$ cat config.mk
export PLATFORM = sky130hd
export DESIGN_NAME = sysctl_wr_decoder
export DESIGN_NICKNAME = d
export VERILOG_FILES = /design/src/rtl/sc_wr_pkg.sv /design/src/rtl/sc_route.sv /design/src/rtl/sc_region_bank.sv /design/src/rtl/sc_tcm_unit.sv /design/src/rtl/sysctl_wr_decoder.sv
export SDC_FILE = /design/constraint.sdc
export NUM_CORES = 1
export LEC_CHECK = 0
export BUFFER_PORTS_ARGS = -buffer_cell sky130_fd_sc_hd__buf_2
export CAP_MARGIN = 5
export CORE_AREA = 2 2 530 532
export DETAILED_ROUTE_END_ITERATION = 6
export DIE_AREA = 0 0 532 534
export MAX_ROUTING_LAYER = met4
export PLACE_DENSITY_LB_ADDON = 0.2
export SLEW_MARGIN = 20
export SYNTH_ARGS = -nofsm -noshare
export SYNTH_HDL_FRONTEND = slang
export SYNTH_SLANG_ARGS = --single-unit
$ cat constraint.sdc
create_clock -name clk -period 1.5 [get_ports clk]
set_input_delay 0.075 -clock clk [delete_from_list [all_inputs] [get_ports clk]]
set_output_delay 0.075 -clock clk [all_outputs]
set_load 0.02 [all_outputs]
$ cat src/rtl/sc_wr_pkg.sv
package sc_wr_pkg;

    parameter int DW       = 32;
    parameter int NREGION  = 8;
    parameter int RIDX_W   = $clog2(NREGION);
    parameter int MASK_W   = 8;
    parameter int SZ_W     = 64;
    parameter int FLD_LO   = 1;
    parameter int FLD_HI   = 5;
    parameter int BASE_LO  = 12;
    parameter int REGION_UNIT = 2;
    parameter int TCM_UNIT    = 512;

    localparam logic [3:0] CRN_ID     = 4'd0;
    localparam logic [3:0] CRN_CACHE  = 4'd2;
    localparam logic [3:0] CRN_WBUF   = 4'd3;
    localparam logic [3:0] CRN_REGION = 4'd6;
    localparam logic [3:0] CRN_TCM    = 4'd9;

    typedef enum logic [2:0] {
        TGT_NONE,
        TGT_DCACHE,
        TGT_ICACHE,
        TGT_WBUF,
        TGT_REGION,
        TGT_DTCM,
        TGT_ITCM
    } tgt_e;

    typedef struct packed {
        tgt_e              tgt;
        logic [RIDX_W-1:0] ridx;
        logic              undef;
        logic              bad;
    } route_t;

    function automatic logic [DW-1:0] base_of(input logic [DW-1:0] w);
        logic [DW-1:0] m;
        m = '1;
        m = m << BASE_LO;
        return w & m;
    endfunction

    function automatic logic [SZ_W-1:0] size_of(input logic [DW-1:0] w,
                                                 input int unsigned unit);
        logic [SZ_W-1:0] u;
        u = SZ_W'(unit);
        return u << w[FLD_HI:FLD_LO];
    endfunction

endpackage

$ cat src/rtl/sc_route.sv
module sc_route
    import sc_wr_pkg::*;
(
    input  logic       wr_en,
    input  logic [3:0] crn,
    input  logic [3:0] crm,
    input  logic [2:0] op1,
    input  logic [2:0] op2,
    output route_t     rt
);
    logic unused_fields;
    assign unused_fields = ^{op1, crm};

    always_comb begin
        rt       = '0;
        rt.tgt   = TGT_NONE;
        rt.ridx  = crm[RIDX_W-1:0];
        if (wr_en) begin
            unique case (crn)
                CRN_ID: rt.undef = 1'b1;
                CRN_CACHE: begin
                    if (op2 == 3'd0)      rt.tgt = TGT_DCACHE;
                    else if (op2 == 3'd1) rt.tgt = TGT_ICACHE;
                    else                  rt.bad = 1'b1;
                end
                CRN_WBUF: begin
                    if (op2 == 3'd0) rt.tgt = TGT_WBUF;
                    else             rt.bad = 1'b1;
                end
                CRN_REGION: rt.tgt = TGT_REGION;
                CRN_TCM: begin
                    if (op2 == 3'd0)      rt.tgt = TGT_DTCM;
                    else if (op2 == 3'd1) rt.tgt = TGT_ITCM;
                    else                  rt.bad = 1'b1;
                end
                default: rt.tgt = TGT_NONE;
            endcase
        end
    end
endmodule

$ cat src/rtl/sc_region_bank.sv
module sc_region_bank
    import sc_wr_pkg::*;
#(
    parameter int N  = NREGION,
    parameter int IW = $clog2(N)
) (
    input  logic                    clk,
    input  logic                    rst,
    input  logic                    we,
    input  logic [IW-1:0]           idx,
    input  logic [DW-1:0]           wdata,
    output logic [N-1:0][DW-1:0]    cfg,
    output logic [N-1:0]            en,
    output logic [N-1:0][DW-1:0]    base,
    output logic [N-1:0][SZ_W-1:0]  size
);
    for (genvar i = 0; i < N; i++) begin : g_region
        always_ff @(posedge clk) begin
            if (rst)
                cfg[i] <= '0;
            else if (we && idx == IW'(i))
                cfg[i] <= wdata;
        end
        assign en[i]   = cfg[i][0];
        assign base[i] = base_of(cfg[i]);
        assign size[i] = size_of(cfg[i], REGION_UNIT);
    end
endmodule

$ cat src/rtl/sc_tcm_unit.sv
module sc_tcm_unit
    import sc_wr_pkg::*;
(
    input  logic             clk,
    input  logic             rst,
    input  logic             we,
    input  logic [DW-1:0]    wdata,
    output logic [DW-1:0]    cfg,
    output logic [DW-1:0]    base,
    output logic [SZ_W-1:0]  size
);
    always_ff @(posedge clk) begin
        if (rst)     cfg <= '0;
        else if (we) cfg <= wdata;
    end
    assign base = base_of(cfg);
    assign size = size_of(cfg, TCM_UNIT);
endmodule

$ cat src/rtl/sysctl_wr_decoder.sv
module sysctl_wr_decoder
    import sc_wr_pkg::*;
(
    input  logic                          clk,
    input  logic                          rst,
    input  logic                          wr_en,
    input  logic [3:0]                    crn,
    input  logic [3:0]                    crm,
    input  logic [2:0]                    op1,
    input  logic [2:0]                    op2,
    input  logic [DW-1:0]                 wdata,
    output logic [MASK_W-1:0]             dcache_mask,
    output logic [MASK_W-1:0]             icache_mask,
    output logic [MASK_W-1:0]             wbuf_mask,
    output logic [NREGION-1:0][DW-1:0]    region_cfg,
    output logic [NREGION-1:0]            region_en,
    output logic [NREGION-1:0][DW-1:0]    region_base,
    output logic [NREGION-1:0][SZ_W-1:0]  region_size,
    output logic [DW-1:0]                 dtcm_cfg,
    output logic [DW-1:0]                 itcm_cfg,
    output logic [DW-1:0]                 dtcm_base,
    output logic [DW-1:0]                 itcm_base,
    output logic [SZ_W-1:0]               dtcm_size,
    output logic [SZ_W-1:0]               itcm_size,
    output logic                          undef_pulse,
    output logic                          bad_op_pulse
);
    route_t rt;

    sc_route u_route (
        .wr_en (wr_en),
        .crn   (crn),
        .crm   (crm),
        .op1   (op1),
        .op2   (op2),
        .rt    (rt)
    );

    always_ff @(posedge clk) begin
        if (rst) begin
            dcache_mask  <= '0;
            icache_mask  <= '0;
            wbuf_mask    <= '0;
            undef_pulse  <= 1'b0;
            bad_op_pulse <= 1'b0;
        end else begin
            undef_pulse  <= rt.undef;
            bad_op_pulse <= rt.bad;
            if (rt.tgt == TGT_DCACHE) dcache_mask <= wdata[MASK_W-1:0];
            if (rt.tgt == TGT_ICACHE) icache_mask <= wdata[MASK_W-1:0];
            if (rt.tgt == TGT_WBUF)   wbuf_mask   <= wdata[MASK_W-1:0];
        end
    end

    sc_region_bank #(.N(NREGION)) u_regions (
        .clk   (clk),
        .rst   (rst),
        .we    (rt.tgt == TGT_REGION),
        .idx   (rt.ridx),
        .wdata (wdata),
        .cfg   (region_cfg),
        .en    (region_en),
        .base  (region_base),
        .size  (region_size)
    );

    sc_tcm_unit u_dtcm (
        .clk   (clk),
        .rst   (rst),
        .we    (rt.tgt == TGT_DTCM),
        .wdata (wdata),
        .cfg   (dtcm_cfg),
        .base  (dtcm_base),
        .size  (dtcm_size)
    );

    sc_tcm_unit u_itcm (
        .clk   (clk),
        .rst   (rst),
        .we    (rt.tgt == TGT_ITCM),
        .wdata (wdata),
        .cfg   (itcm_cfg),
        .base  (itcm_base),
        .size  (itcm_size)
    );
endmodule

==> results_dict.tcl, run 1 <==
set metrics [dict create \
    cts_root_buffer "clkbuf_16" \
    start_util_pct 7.11 \
    use_met3_pct 1.49 \
    clkTransAtPathRegs_ns 0.06 \
    layout.cells.non_filler 7350 \
    post-dp-hpwl_mm 103 \
    vias_per_cell 2.70 \
    fp.dieH_um 534 \
    drv_slew 0 \
    path_max_fanout 4 \
    critPathSlowestCell "or3b_4" \
    clock-sinks 346 \
    finClkSkew_ns 0 \
    dp.cells 7108 \
    synth_top_flop_cell "dfxtp_1" \
    synth-seq-cells 346 \
    area_delta_synth_final_pct 75.2 \
    power_leakage_nw 14.3 \
    numCtsBuffers 49 \
    grt_pass1_wl_mm 167 \
    clock_path_buffers 3 \
    use_met2_pct 15.9 \
    drcViolationCount 0 \
    ys_warn_count 0 \
    grt-busiest-layer "met2" \
    synth_edf_count 0 \
    core_sq_mm 0.278 \
    antenna_found_initial 29 \
    ant_nets 0 \
    status "complete, but fails checks" \
    ys_types 38 \
    place.gp.congestion 0.804 \
    port_buffers 918 \
    dieArea_sq_mm 0.284 \
    routedWlPerCell_um 17.9 \
    htree_levels 2 \
    wirelength_mm 131 \
    crit_type "flip-flop to primary output" \
    crit_chain "buf_12 -> buf_6 -> or3b_4 -> nor2_2 -> buf_4" \
    hold_depth 6 \
    firstDrtPassIters 4 \
    seq_area_frac_synth_pct 35.0 \
    reg2reg_to "u_regions.cfg[5]" \
    vias 19800 \
    rrSetupSlack_ns 0.33 \
    hold_viol_final 0 \
    final.setup.worst_slack_ns -0.523 \
    design.portCount 1363 \
    grt_max_degree 63 \
    dpl_cell_area_sq_mm 0.0270 \
    worstPathArrival_ns 1.95 \
    stdcell_area_sq_mm 0.0347 \
    drv_cap 0 \
    grt_pass1_vias 18400 \
    violations "negative setup slack" \
    fin_crit_ns 2.02 \
    worstSetupEndpointType "primary output" \
    hold-worst-slack_ns 0.100 \
    rr_startpoint "u_regions.cfg[5]" \
    postSynthCellCount 2698 \
    min_path_type "input port to flip-flop" \
    rows 194 \
    tns_ns -97.62 \
    grt_use_total_pct 8.90 \
    die_x_um 532 \
    r2r_cells 3 \
    avgSynthCellArea_sq_um 7.33 \
    clk_latency_ns 0.65 \
    required_ns 1.42 \
    slowest_delay_ns 0.42 \
    hp-start "crm[2]" \
    relSlewSlack_pct 61.1 \
    holdPathEnd "u_regions.base[21]" \
    tightest_slew_ns 0.584 \
    async_reset_ff_share_pct 0 \
    power_density_mw_per_mm2 702 \
    cts_tree "done" \
    met1_usage_pct 9.94 \
    grt_overflow 0 \
    setup.worst_path.start "u_regions.cfg[132]" \
    final_common_cell "nand2_1" \
    netlist_area_sq_mm 0.0198 \
    layout_common_cells "579 x nand2_1, 564 x buf_2, 440 x conb_1" \
    finalCritPeriodShare_pct 135 \
    post-route-util_pct 12.4 \
    peakVddDrop_mv 0.705 \
    drt_iter0_drc 706 \
    drive_above_1_share_pct 46.3 \
    cp-start-kind "flip-flop" \
    rsz0062_at_grt "yes" \
    final_nets 3623 \
    max_freq_mhz 494 \
    finalSetupViolations 326 \
]
## synthesized netlist by cell type, types with 2 or more instances
cell type	n	area (sq um)
buf_6	2	22.5
or3b_2	19	166
clkbuf_1	159	597
nor4_4	9	191
mux2i_1	56	561
inv_1	3	11.3
nand4_1	8	50.1
dfxtp_1	346	6930
nor3_1	2	10.0
nand3b_1	31	233
or2_2	11	68.8
nand2_1	599	2250
nor2b_1	2	12.5
a21oi_1	288	1440
buf_2	28	140
nand2b_1	95	594
nand3_1	11	55.1
and3b_1	2	17.5
or3_1	11	68.8
buf_4	652	4890
nor2_1	347	1300
## cells by family after synthesis
| family | Yosys count | share of synthesized area [%] |
|---|---|---|
| simple gates | 1158 | 26.0 |
| buf+inv | 846 | 28.8 |
| flops | 346 | 35.0 |
| compound gates | 291 | 7.40 |
| mux | 56 | 2.83 |
| other cells | 1 | 0.0190 |
## report_power, final
part | internal, W | switching (W) | leakage (nW)
logic | 0.000404 | 0.00188 | 10.6
registers | 0.00912 | 0.0000231 | 2.83
clock network | 0.00780 | 0.00510 | 0.844
## state kept, by name, summed over array words and instances (netlist names)
register and count:
u_regions.base 160, u_regions.cfg 96, u_dtcm.cfg 32, u_itcm.cfg 32
dcache_mask 8, icache_mask 8, wbuf_mask 8, bad_op_pulse 1
undef_pulse 1
## critical path, delay by kind of cell, from the launching register on
family / cells / cell delay [ns]
buffers and inverters: 3 / 0.41
flip-flops: 1 / 0.35
AND/OR/NAND/NOR: 2 / 0.53
## per-stage QoR
step / power, W / setup WS, ns
final: 0.0243 / -0.523
after global routing: 0.0254 / -0.616
after CTS: 0.0251 / -0.619
after detailed placement: 0.0116 / -0.595
after global placement: 0.0116 / -0.604
after floorplan: 0.0117 / -0.0525
## what timing repair did
item                                    CTS  global route
setup endpoints to repair               394           403
gates resized for setup                1017           414
hold buffers                             42             1
pin swaps                               177           129
setup buffers                            81            36
endpoints found under the hold margin   337             1
## worst max-delay path by stage
stage                       end  slack [ns]  cells past startpoint
2_1_floorplan  region_size[195]       -0.05                      3
3_3_place_gp   u_regions.cfg[5]       -0.60                      8
3_5_place_dp   u_regions.cfg[5]       -0.60                      8
4_1_cts        region_size[393]       -0.62                      5
5_1_grt        region_size[262]       -0.62                      5
6_report       region_size[262]       -0.52                      5
## metal layers
metal | up-vias | share of wire (%) | routed length (um)
li1 | 9204 | - | -
met1 | 9473 | 40 | 52000
met3 | 147 | 5.1 | 6750
met2 | 989 | 52 | 68200
met4 | 0 | 3.5 | 4560
met5 | - | 0 | 0
## area by class of cell
type | count | area (sq um)
Fill cell | 31900 | 244000
Multi-Input combinational cell | 1945 | 11100
Timing Repair Buffer | 1229 | 10000
Sequential cell | 346 | 7130
Tap cell | 3724 | 4660
Clock buffer | 65 | 1330
Clock inverter | 23 | 392
Antenna cell | 15 | 37.5
Inverter | 3 | 11.3
Power figures use the tool's default switching activity.
==> run 2, diff against run 1 <==
- MAX_ROUTING_LAYER: met4 -> not set
==> run 2 against run 1 <==
Against the previous run: the flow still finishes with violations (negative setup slack); sequential cell count did not move; die area stayed put; routed wire length fell by 0.12%; power barely moved; via count shrank 0.22%; final area about the same; final cell count about the same; critical path type unchanged; largest power group unchanged.
==> results_dict.tcl, run 2 (same netlist as run 1, synthesis figures left out) <==
set metrics [dict create \
    status "complete, but fails checks" \
    violations "negative setup slack" \
    post-place-ws_ns -0.595 \
    drv_cap 0 \
    htree_levels 2 \
    switchingPower_w 0.00700 \
    crit_chain "buf_12 -> buf_6 -> or3b_4 -> nor2_2 -> buf_4" \
    slowest_delay_ns 0.42 \
    tightest_slew_ns 0.580 \
    port_buffers 918 \
    clock-sinks 346 \
    cts_root_buffer "clkbuf_16" \
    fin_crit_ns 2.02 \
    stdcell_area_sq_mm 0.0347 \
    post-route-util_pct 12.5 \
    numCtsBuffers 49 \
    crit_type "flip-flop to primary output" \
    finalSetupViolations 327 \
    power_leakage_nw 14.3 \
    fp.dieH_um 534 \
    path_max_fanout 4 \
    routedWlPerCell_um 17.9 \
    drt_iter0_drc 724 \
    critPathSlowestCell "or3b_4" \
    grt_pass1_wl_mm 167 \
    post-dp-hpwl_mm 103 \
    final_nets 3622 \
    hold-worst-slack_ns 0.103 \
    design.portCount 1363 \
    power_frac_seq_pct 37.6 \
    dieArea_sq_mm 0.284 \
    die_x_um 532 \
    peakVddDrop_mv 0.702 \
    drcViolationCount 0 \
    vias_per_cell 2.69 \
    firstDrtPassIters 5 \
    clock_path_buffers 3 \
    antenna_found_initial 28 \
    drv_slew 0 \
    hold_viol_final 0 \
    grt_max_degree 63 \
    drive_above_1_share_pct 46.3 \
    final_common_cell "nand2_1" \
    ant_nets 0 \
    fill_cells 31900 \
    largest_reg_flops 160 \
    worstPathArrival_ns 1.94 \
    layout.cells.non_filler 7349 \
    dp.cells 7108 \
    p_comb_share_pct 9.4 \
    p_clk_share_pct 53.0 \
    layout_common_cells "579 x nand2_1, 564 x buf_2, 440 x conb_1" \
    power_density_mw_per_mm2 702 \
    vias 19800 \
    finClkSkew_ns 0 \
    clk_latency_ns 0.65 \
    dpl_cell_area_sq_mm 0.0270 \
    finalCritPeriodShare_pct 135 \
    rsz0062_at_grt "yes" \
    max_freq_mhz 495 \
    intPower_w 0.0173 \
    relSlewSlack_pct 60.8 \
    wirelength_mm 131 \
    cts_tree "done" \
    final.setup.worst_slack_ns -0.518 \
    grt_use_total_pct 8.65 \
    core_sq_mm 0.278 \
    cp-start-kind "flip-flop" \
    grt_overflow 0 \
    grt_pass1_vias 18500 \
    rows 194 \
    clkTransAtPathRegs_ns 0.06 \
    place.gp.congestion 0.793 \
    worstSetupEndpointType "primary output" \
    required_ns 1.42 \
    area_delta_synth_final_pct 75.2 \
    start_util_pct 7.11 \
    min_path_type "input port to flip-flop" \
    swShare_pct 28.8 \
]
[run 2: cell count changes in the layout (fill, tap and decap cells not counted)]
| cell | change |
|---|---|
| buf_4 | -2 |
| buf_6 | +1 |
| nor2_1 | -1 |
| nor2_2 | -1 |
| nor2_4 | +2 |
[run 2: repair_timing]
item | CTS | global route
hold endpoints to repair | 337 | 1
cloned | 0 | 0
buffers inserted | 81 | 34
pin swaps | 177 | 130
resized for setup | 1017 | 418
setup endpoints to repair | 394 | 403
hold buffers | 42 | 1
[run 2: final timing paths]
path / start / endpoint / slack [ns] / cells after the start
worst min-delay path: crm[2] / u_regions.base[21] / 0.10 / 6
worst max-delay path: u_regions.cfg[132] / region_size[262] / -0.52 / 5
worst max register to register: u_regions.cfg[5] / u_regions.cfg[5] / 0.33 / 3
worst min register to register: u_itcm.cfg[0] / u_itcm.cfg[0] / 0.45 / 2
[run 2: critical path: cells and delay by family, from the launching register on]
kind                   cells  cell delay [ns]
flip-flops                 1             0.35
AND/OR/NAND/NOR            2             0.53
buffers and inverters      3             0.41
[run 2: power groups by stage]
stage / Sequential (W) / Combinational (W) / Clock [W]
floorplan: 0.00945 / 0.00229 / 0
global placement: 0.00944 / 0.00220 / 0
detailed placement: 0.00944 / 0.00220 / 0
CTS: 0.00916 / 0.00233 / 0.0136
global route: 0.00914 / 0.00245 / 0.0138
finish: 0.00914 / 0.00229 / 0.0129
[run 2: per-layer routing]
| metal | GRT usage, % | vias up | share of wire [%] | wire length, um |
|---|---|---|---|---|
| met5 | 0 | - | 0.013 | 17 |
| met4 | 3.15 | 4 | 3.7 | 4860 |
| met3 | 1.45 | 143 | 4.9 | 6390 |
| met2 | 15.9 | 983 | 52 | 68000 |
| met1 | 9.97 | 9449 | 40 | 52100 |
| li1 | - | 9191 | - | - |
[run 2: metrics by stage]
step           TNS (ns)  power [W]
5_1_grt         -130.85     0.0254
4_1_cts         -129.61     0.0251
2_1_floorplan     -2.80     0.0117
3_3_place_gp    -118.74     0.0116
3_5_place_dp    -118.47     0.0116
6_report         -96.70     0.0243
[run 2: layout make-up]
type | count | area (sq um) | share of cell area (%)
antenna | 15 | 37.5 | 0.108
inverter | 3 | 11.3 | 0.0325
clock buffer | 65 | 1330 | 3.83
sequential | 346 | 7130 | 20.6
tap | 3724 | 4660 | 13.4
timing repair buffer | 1228 | 10000 | 28.9
multi-input combinational | 1945 | 11100 | 32.0
clock inverter | 23 | 392 | 1.13
